File: config.mk
export PLATFORM = sky130hd
export DESIGN_NAME = pwm_multiphase
export DESIGN_NICKNAME = d
export VERILOG_FILES = /design/src/rtl/pwm_mp_pkg.sv /design/src/rtl/pwm_mp_timebase.sv /design/src/rtl/pwm_mp_lane.sv /design/src/rtl/pwm_mp_lanes.sv /design/src/rtl/pwm_multiphase.sv
export SDC_FILE = /design/constraint.sdc
export NUM_CORES = 1
export LEC_CHECK = 0
export ABC_CLOCK_PERIOD_IN_PS = 58400
export BUFFER_PORTS_ARGS = -buffer_cell sky130_fd_sc_hd__buf_4
export CAP_MARGIN = 5
export CELL_PAD_IN_SITES_DETAIL_PLACEMENT = 1
export CELL_PAD_IN_SITES_GLOBAL_PLACEMENT = 1
export CORE_AREA = 2 2 414 416
export CTS_CLUSTER_SIZE = 24
export DETAILED_ROUTE_END_ITERATION = 8
export DIE_AREA = 0 0 416 418
export MAX_ROUTING_LAYER = met4
export PLACE_DENSITY_LB_ADDON = 0.1
export SYNTH_ARGS = -nofsm -noshare
export SYNTH_HDL_FRONTEND = slang
export SYNTH_SLANG_ARGS = --single-unit
File: constraint.sdc
create_clock -name clk -period 58.4 [get_ports clk]
set_clock_uncertainty 0.05 [all_clocks]
set_input_delay 14.6 -clock clk [delete_from_list [all_inputs] [get_ports clk]]
set_output_delay 14.6 -clock clk [all_outputs]
set_load 0.05 [all_outputs]
File: src/rtl/pwm_mp_pkg.sv
package pwm_mp_pkg;

  localparam int unsigned MP_PHASES = 6;
  localparam int unsigned MP_PC_W   = $clog2(MP_PHASES + 1);

  typedef enum logic [2:0] {
    LANE_IDLE = 3'd0,
    LANE_RISE = 3'd1,
    LANE_HIGH = 3'd2,
    LANE_FALL = 3'd3,
    LANE_LOW  = 3'd4
  } laneState_e;

  // strobes from the timebase (control) to the lanes (datapath)
  typedef struct packed {
    logic                 run;
    logic [MP_PHASES-1:0] start;
    logic [MP_PHASES-1:0] active;
  } ctrlStrobes_t;

endpackage

File: src/rtl/pwm_mp_timebase.sv
module pwm_mp_timebase
  import pwm_mp_pkg::*;
#(
  parameter int unsigned CNT_W = 12
) (
  input  logic                 clk,
  input  logic                 rstN,
  input  logic                 runReq,
  input  logic [CNT_W-1:0]     periodCfg,
  input  logic [MP_PC_W-1:0]   phaseCountCfg,
  input  logic [MP_PHASES-1:0] phaseEnable,
  output ctrlStrobes_t         strobes
);

  localparam int unsigned PROD_W = CNT_W + MP_PC_W;

  logic [CNT_W-1:0]   cnt;
  logic [CNT_W-1:0]   perLat;
  logic [MP_PC_W-1:0] numLat;
  logic               wrap;

  function automatic logic [MP_PC_W-1:0] clampCount(input logic [MP_PC_W-1:0] c);
    if (c == '0)
      return MP_PC_W'(1);
    else if (c > MP_PC_W'(MP_PHASES))
      return MP_PC_W'(MP_PHASES);
    else
      return c;
  endfunction

  assign wrap = (cnt >= perLat - CNT_W'(1));

  always_ff @(posedge clk or negedge rstN) begin
    if (!rstN) begin
      cnt    <= '0;
      perLat <= '0;
      numLat <= MP_PC_W'(1);
    end else if (!runReq || wrap) begin
      cnt    <= '0;
      perLat <= periodCfg;
      numLat <= clampCount(phaseCountCfg);
    end else begin
      cnt <= cnt + CNT_W'(1);
    end
  end

  assign strobes.run = runReq;

  for (genvar i = 0; i < MP_PHASES; i++) begin : g_offset
    logic [PROD_W-1:0] prod;
    logic [PROD_W-1:0] quot;
    assign prod = PROD_W'(i) * PROD_W'(perLat);
    assign quot = prod / PROD_W'(numLat);
    assign strobes.active[i] = phaseEnable[i] && (MP_PC_W'(i) < numLat);
    assign strobes.start[i]  = runReq && strobes.active[i] && (cnt == quot[CNT_W-1:0]);
  end

endmodule

File: src/rtl/pwm_mp_lane.sv
module pwm_mp_lane
  import pwm_mp_pkg::*;
#(
  parameter int unsigned CNT_W = 12,
  parameter int unsigned DT_W  = 6
) (
  input  logic             clk,
  input  logic             rstN,
  input  logic             run,
  input  logic             start,
  input  logic             active,
  input  logic [CNT_W-1:0] onCmd,
  input  logic [CNT_W-1:0] maxOn,
  input  logic [DT_W-1:0]  deadRise,
  input  logic [DT_W-1:0]  deadFall,
  output logic             hi,
  output logic             lo
);

  laneState_e       st;
  logic [CNT_W-1:0] tmr;
  logic [CNT_W-1:0] onLat;
  logic [CNT_W-1:0] onEff;

  // duty clamp applied to the command captured at the period start
  assign onEff = (onCmd < maxOn) ? onCmd : maxOn;

  always_ff @(posedge clk or negedge rstN) begin
    if (!rstN) begin
      st    <= LANE_IDLE;
      tmr   <= '0;
      onLat <= '0;
    end else if (!run || !active) begin
      st  <= LANE_IDLE;
      tmr <= '0;
    end else begin
      unique case (st)
        LANE_IDLE, LANE_LOW: begin
          if (start) begin
            onLat <= onEff;
            if (onEff == '0) begin
              st <= LANE_LOW;
            end else if (deadRise == '0) begin
              st  <= LANE_HIGH;
              tmr <= onEff - CNT_W'(1);
            end else begin
              st  <= LANE_RISE;
              tmr <= CNT_W'(deadRise) - CNT_W'(1);
            end
          end
        end
        LANE_RISE: begin
          if (tmr == '0) begin
            st  <= LANE_HIGH;
            tmr <= onLat - CNT_W'(1);
          end else begin
            tmr <= tmr - CNT_W'(1);
          end
        end
        LANE_HIGH: begin
          if (tmr == '0) begin
            if (deadFall == '0) begin
              st <= LANE_LOW;
            end else begin
              st  <= LANE_FALL;
              tmr <= CNT_W'(deadFall) - CNT_W'(1);
            end
          end else begin
            tmr <= tmr - CNT_W'(1);
          end
        end
        LANE_FALL: begin
          if (tmr == '0) st <= LANE_LOW;
          else           tmr <= tmr - CNT_W'(1);
        end
        default: st <= LANE_IDLE;
      endcase
    end
  end

  assign hi = run && active && (st == LANE_HIGH);
  assign lo = run && active && (st == LANE_LOW);

endmodule

File: src/rtl/pwm_mp_lanes.sv
module pwm_mp_lanes
  import pwm_mp_pkg::*;
#(
  parameter int unsigned CNT_W = 12,
  parameter int unsigned DT_W  = 6
) (
  input  logic                       clk,
  input  logic                       rstN,
  input  ctrlStrobes_t               strobes,
  input  logic [MP_PHASES*CNT_W-1:0] onTimeFlat,
  input  logic [CNT_W-1:0]           maxOn,
  input  logic [DT_W-1:0]            deadRise,
  input  logic [DT_W-1:0]            deadFall,
  output logic [MP_PHASES-1:0]       hiOut,
  output logic [MP_PHASES-1:0]       loOut
);

  for (genvar i = 0; i < MP_PHASES; i++) begin : g_lane
    pwm_mp_lane #(
      .CNT_W(CNT_W),
      .DT_W (DT_W)
    ) u_lane (
      .clk     (clk),
      .rstN    (rstN),
      .run     (strobes.run),
      .start   (strobes.start[i]),
      .active  (strobes.active[i]),
      .onCmd   (onTimeFlat[i*CNT_W +: CNT_W]),
      .maxOn   (maxOn),
      .deadRise(deadRise),
      .deadFall(deadFall),
      .hi      (hiOut[i]),
      .lo      (loOut[i])
    );
  end

endmodule

File: src/rtl/pwm_multiphase.sv
module pwm_multiphase
  import pwm_mp_pkg::*;
#(
  parameter int unsigned CNT_W = 12,
  parameter int unsigned DT_W  = 6
) (
  input  logic                       clk,
  input  logic                       rstN,
  input  logic                       outEnable,
  input  logic                       softStartDone,
  input  logic [CNT_W-1:0]           periodCycles,
  input  logic [MP_PC_W-1:0]         phasesInUse,
  input  logic [MP_PHASES-1:0]       phaseEnable,
  input  logic [MP_PHASES*CNT_W-1:0] onTimeCmd,
  input  logic [CNT_W-1:0]           maxOnCycles,
  input  logic [DT_W-1:0]            deadLoToHi,
  input  logic [DT_W-1:0]            deadHiToLo,
  output logic [MP_PHASES-1:0]       pwmHigh,
  output logic [MP_PHASES-1:0]       driveLow
);

  ctrlStrobes_t strobes;

  pwm_mp_timebase #(
    .CNT_W(CNT_W)
  ) u_timebase (
    .clk          (clk),
    .rstN         (rstN),
    .runReq       (outEnable && softStartDone),
    .periodCfg    (periodCycles),
    .phaseCountCfg(phasesInUse),
    .phaseEnable  (phaseEnable),
    .strobes      (strobes)
  );

  pwm_mp_lanes #(
    .CNT_W(CNT_W),
    .DT_W (DT_W)
  ) u_lanes (
    .clk       (clk),
    .rstN      (rstN),
    .strobes   (strobes),
    .onTimeFlat(onTimeCmd),
    .maxOn     (maxOnCycles),
    .deadRise  (deadLoToHi),
    .deadFall  (deadHiToLo),
    .hiOut     (pwmHigh),
    .loOut     (driveLow)
  );

endmodule

Word level (Yosys, flattened, before mapping)
Cells that the tools add are included.
{ "classes": {"n_addsub": 22, "multipliers": 2, "n_div": 6, "magnitude_cmp": 14, "n_eq_ne": 72, "shifts": 0, "n_mux": 102, "bitwise": 6, "reduce_logical": 96} }
{ "op_table": {"columns": ["op", "n"], "rows": [
  ["12-bit 2-to-1 mux", 50],
  ["12-bit case mux with 4 select lines", 6],
  ["12-bit by 1-bit subtractor with 12-bit output, second input constant", 19],
  ["12-bit logical NOT", 12],
  ["3-bit 2-to-1 mux", 39],
  ["3-bit inequality test, second input constant", 36],
  ["12-bit equality test", 6],
  ["12-bit < comparator", 6],
  ["3-bit case mux with 4 select lines", 6],
  ["3-bit by 2-bit equality test with 1-bit output, second input constant", 12],
  ["1-bit logical AND", 31],
  ["14-bit by 3-bit divider with 15-bit output", 2],
  ["5-bit AND reduction", 6],
  ["5-bit nonzero test", 6],
  ["4-bit inequality test, second input constant", 6],
  ["4-bit AND reduction", 6],
  ["3-bit logical NOT", 7],
  ["3-bit by 1-bit equality test with 1-bit output, second input constant", 6],
  ["3-bit equality test, second input constant", 6],
  ["3-bit AND reduction", 6],
  ["0-bit by 3-bit divider with 15-bit output", 1],
  ["12-bit by 3-bit divider with 15-bit output", 1],
  ["13-bit by 3-bit divider with 15-bit output", 1],
  ["15-bit by 3-bit divider with 15-bit output", 1],
  ["other kinds (15)", 42]
]} }
{ "totals": {"register_bits": 189, "latch_bits": 0, "mem_bits_rw": 0, "romBits": 0, "input_bits": 121, "mem_count": 0} }

Logic depth before layout (Yosys ltp)
{ "logic_depth": {"word_depth": 8, "mapped_depth": 136, "ltp_nobuf": 127} }

Hierarchy
From an unflattened synthesis, not the netlist that was laid out.
{ "unflattened": {"cells_unflattened": 6263, "area_unflattened_um2": 45798.9} }
{ "modules_own_cells": {"columns": ["module", "instances", "cells_each", "area_per_inst_um2", "seq_area_each_um2"], "rows": [
  ["pwm_mp_timebase", 1, 3874, 27174.8, 676.9],
  ["pwm_mp_lane", 6, 398, 3103.0, 675.6],
  ["pwm_multiphase", 1, 1, 6.3, 0.0]
]} }

Worst setup path after synthesis
OpenSTA, ideal clock, no wires.
{ "synth_path": {"path_type": "input-to-output", "start": "input outEnable", "end": "output pwmHigh[1]", "arrival_time_ns": 15.740, "required_time_ns": 43.750, "setup_slack_ns": 28.010, "path_stages": 7, "path_cell_list": "and2_1 > clkbuf_1 > nand2_1 > or2_2 > clkbuf_1 > nor2_1 > buf_4"} }
{ "synth_between": {"elab_chain_len": 3} }
{ "synth_rtl": {"columns": ["item", "line_no", "source"], "rows": [
  ["start: declaration", "pwm_multiphase.sv:9", "input logic outEnable,"],
  ["1-bit logical AND", "pwm_multiphase.sv:29", ".runReq (outEnable && softStartDone),"],
  ["1-bit logical AND (2 in a row)", "pwm_mp_lane.sv:81", "assign hi = run && active && (st == LANE_HIGH);"],
  ["end: declaration", "pwm_multiphase.sv:18", "output logic [MP_PHASES-1:0] pwmHigh,"]
]} }
Every way passes these cells.

Final worst setup path
{ "layout_path": {"start": "register u_timebase.perLat[8]", "end": "register u_lanes.g_lane[1].u_lane.tmr[10]"} }
{ "layout_between": {"elab_chain_len": 5} }
{ "layout_rtl": {"columns": ["item", "line_no", "source"], "rows": [
  ["start: declaration", "pwm_mp_timebase.sv:18", "logic [CNT_W-1:0] perLat;"],
  ["start signal: assignment", "pwm_mp_timebase.sv:40", "perLat <= periodCfg;"],
  ["12-bit by 3-bit divider with 15-bit output", "pwm_mp_timebase.sv:53", "assign quot = prod / PROD_W'(numLat);"],
  ["12-bit equality test", "pwm_mp_timebase.sv:55", "assign strobes.start[i] = runReq && strobes.active[i] && (cnt == quot[CNT_W-1:0]);"],
  ["1-bit logical AND", "pwm_mp_timebase.sv:55", null],
  ["3-bit inequality test (no source line)", null, null],
  ["5-bit AND reduction (no source line)", null, null],
  ["end signal: assignment", "pwm_mp_lane.sv:45", "tmr <= onEff - CNT_W'(1);"],
  ["end signal: assignment", "pwm_mp_lane.sv:48", "tmr <= CNT_W'(deadRise) - CNT_W'(1);"],
  ["end signal: assignment", "pwm_mp_lane.sv:55", "tmr <= onLat - CNT_W'(1);"],
  ["end: declaration", "pwm_mp_lane.sv:21", "logic [CNT_W-1:0] tmr;"]
]} }
Every way passes these cells.
A chain may end at the register's enable or synchronous reset.

==> metrics.md <==
| Metric | Value |
|---|---|
| Multi-input gate area | `35800 um2` |
| TritonRoute pass-1 iters | `8` |
| Crit start category | `flop` |
| Row cnt | `151` |
| #FFs+latches synth | `189` |
| First-pass GRT wire length | `287 mm` |
| Status | `complete, no violations` |
| Cells on worst reg2reg path | `118` |
| Share of the synthesized area in the top cell type | `11.3%` |
| Final Hold Fails | `0` |
| Post-CTS setup buffers | `0` |
| Pin count of the biggest net entering global routing | `70` |
| Setup TNS | `0 ns` |
| DR vias | `45199` |
| Worst Hold End | `u_lanes.g_lane[5].u_lane.onLat[11]$_DFFE_PN0P_` |
| Starting density of the core | `24.9%` |
| Clk pin slew, worst setup/hold paths | `0.09 ns` |
| Die X | `416 um` |
| Vias/cell | `5.58` |
| Max Freq | `0.0302 GHz` |
| Cell depth of the worst setup path | `118` |
| Worst Max-Slew Pin Slew | `1.20 ns` |
| Delay-heaviest family, CP | `compound AO/OA/AOI/OAI gates` |
| Drt wl/cell | `23.0 um` |
| RSZ-0062 raised after global routing | `no` |
| Most numerous cell in the Yosys netlist | `nor2_1` |
| Library cells used by synthesis | `125` |
| YS warnings | `0` |
| Worst Hold Launch | `u_lanes.g_lane[5].u_lane.onLat[11]$_DFFE_PN0P_` |
| FF/Latch Area | `4730 um2` |
| Post-layout util | `27.3%` |
| Main area contributors after synthesis | `ha_1 11%, dfrtp_1 11%, xnor2_1 5.9%` |
| CP bufs+invs | `5` |
| Total gr overflow | `0` |
| Layout fillers | `20708` |
| Critical Path Sink Type | `flop` |
| Cells after Synth | `5884` |
| Clk root buf | `clkbuf_16` |
| Longest Clk Path Bufs | `2` |
| Final HPWL DP | `149 mm` |
| Post-synth EDFFs | `0` |
| Area delta synth->final | `9.42%` |
| Crit path max fanout | `16` |
| CTS tree | `built` |
| CP Class | `reg -> reg` |
| Asr flop ratio synth | `100%` |
| Slew Viols, Final | `0` |
| Register area share after synthesis | `11.2%` |
| Hold Path Depth | `2` |
| Synth Area per Inst | `7.16 um2` |
| Worst r2r src | `u_timebase.perLat[8]$_DFFE_PN0N_` |
| Slew headroom | `19.2%` |
| # nets final | `6379` |
| CTS buffer count | `17` |
| Data required time of the worst path | `58.78 ns` |
| Tmin final | `33.10 ns` |
| CP max stage delay | `0.77 ns` |
| Initial antenna violation count | `3` |
| GRT Overall Usage | `21.5%` |
| Setup violators final | `0` |
| Io pins | `133` |
| Vias in the first global route | `45818` |
| H-tree depth | `4` |
| Die area | `174000 um2` |
| Mapped Area | `42200 um2` |
| Core ar. | `169000 um2` |
| Final Cycle Share | `56.7%` |
| DRC | `0` |
| IO buf count | `132` |
| Top post-synthesis cells by count | `612 x nor2_1, 469 x nand2_1, 412 x o21ai_0` |
| Layout cell share with drive strength beyond 1 | `7.92%` |
| CTS resizes | `0` |
| Leading area contributor after synthesis | `ha_1` |
| Initial drt markers | `2446` |
| Clk_lat worst skew | `0.53 ns` |
| DIE HEIGHT | `418 um` |
| R2r endpoint | `u_lanes.g_lane[1].u_lane.tmr[10]$_DFFE_PN0P_` |
| Most used DFF post-synth | `dfrtp_1` |
| Max-Cap Viols | `0` |
| Antenna violation net count after detailed routing | `0` |
| Total clock sinks | `189` |
| Slowest CP cell | `o21ai_1` |
| WL final | `186 mm` |
| R2R Setup Slk | `25.30 ns` |
| Crit path arrival time | `33.48 ns` |
| Hold buffers post-CTS | `0` |
| Gpl congestion | `0.842` |
| HP Class | `reg -> reg` |
## registers in the layout, indices dropped and copies added (netlist names)
register	flops
u_lanes.g_lane.u_lane.tmr	72
u_lanes.g_lane.u_lane.onLat	72
u_timebase.perLat	12
u_timebase.numLat	3
u_lanes.g_lane.u_lane.st	18
u_timebase.cnt	12
## layout make-up
class / count / area share [%]
multi-input cells: 5284 / 77.7
flip-flops and latches: 189 / 10.3
well taps: 2218 / 6.02
repair buffers: 201 / 3.31
inverters: 181 / 1.49
clock buffers: 19 / 0.982
clock inverters: 13 / 0.277
diodes: 1 / 0.00543
## layer usage
layer  up-vias  global-route usage, %  wire length, um
li1      22029                      -                -
met1     22506                   29.5            92800
met4         0                   3.30             2440
met3        97                   1.23             4030
met2       567                   35.4            86800
met5         -                      -                0
## per-stage QoR
stage | cells | setup slack, ns | cell area (um2) | hold slack, ns
detailed placement | 8073 | 25.29 | 45500 | 0.446
global route | 8105 | 21.84 | 46100 | 0.513
global placement | 8073 | 25.45 | 45500 | 0.424
finish | 8106 | 25.30 | 46100 | 0.461
CTS | 8105 | 25.14 | 46100 | 0.463
floorplan | 5887 | 28.01 | 42200 | 0.400
## logic make-up (layout without fill, tap and decap cells)
family          after synthesis  count (layout)  synth area share [%]
compound gates             1814            1814                  28.9
mux                         269             269                  6.73
flops                       189             189                  11.2
fa+ha+maj                   390             390                  11.6
simple gates               2356            2356                  28.2
xor+xnor                    451             451                  9.41
buf+inv                     414             414                  3.97
other cells                   1               5               0.00890
## placed cells by master (no fill, tap or decap), drive strengths merged, types with 27 or more instances in the layout
| cell type | instances |
|---|---|
| nor3 | 264 |
| o21ai | 428 |
| mux2i | 174 |
| a211oi | 87 |
| nor2b | 116 |
| nand2b | 130 |
| xor2 | 165 |
| nand3 | 197 |
| buf | 201 |
| nor2 | 613 |
| o31a | 27 |
| a21o | 90 |
| mux2 | 95 |
| xnor2 | 286 |
| and2 | 75 |
| a211o | 28 |
| a21oi | 386 |
| o21a | 112 |
| o31ai | 57 |
| and3 | 69 |
| or3 | 72 |
| nand2 | 469 |
| a21boi | 31 |
| o211ai | 84 |
| or2 | 52 |
| nor4 | 68 |
| inv | 185 |
| nand4 | 82 |
| ha | 380 |
| a31oi | 62 |
| or4 | 33 |
| dfrtp | 188 |
| o22ai | 83 |
## worst max-delay path by stage
| stage | start | to | slack [ns] |
|---|---|---|---|
| after floorplan | outEnable | pwmHigh[1] | 28.01 |
| after global placement | u_timebase.perLat[8]$_DFFE_PN0N_ | u_lanes.g_lane[1].u_lane.tmr[9]$_DFFE_PN0P_ | 25.45 |
| after detailed placement | u_timebase.perLat[8]$_DFFE_PN0N_ | u_lanes.g_lane[1].u_lane.tmr[10]$_DFFE_PN0P_ | 25.29 |
| after CTS | u_timebase.perLat[8]$_DFFE_PN0N_ | u_lanes.g_lane[1].u_lane.tmr[10]$_DFFE_PN0P_ | 25.14 |
| after global routing | u_timebase.perLat[8]$_DFFE_PN0N_ | u_lanes.g_lane[1].u_lane.tmr[10]$_DFFE_PN0P_ | 21.84 |
| final | u_timebase.perLat[8]$_DFFE_PN0N_ | u_lanes.g_lane[1].u_lane.tmr[10]$_DFFE_PN0P_ | 25.30 |
## worst reg2reg max path: cells and delay by family, from the launching register on
kind	cells	cell delay, ns
compound gates	48	13.13
simple gates	41	10.62
fa+ha+maj	15	4.68
mux	8	2.97
flops	1	0.74
buf+inv	5	0.65
xor+xnor	1	0.11
Power is not shown: default switching activity piles up to over one toggle a cycle in this logic, so the estimate is an artifact.
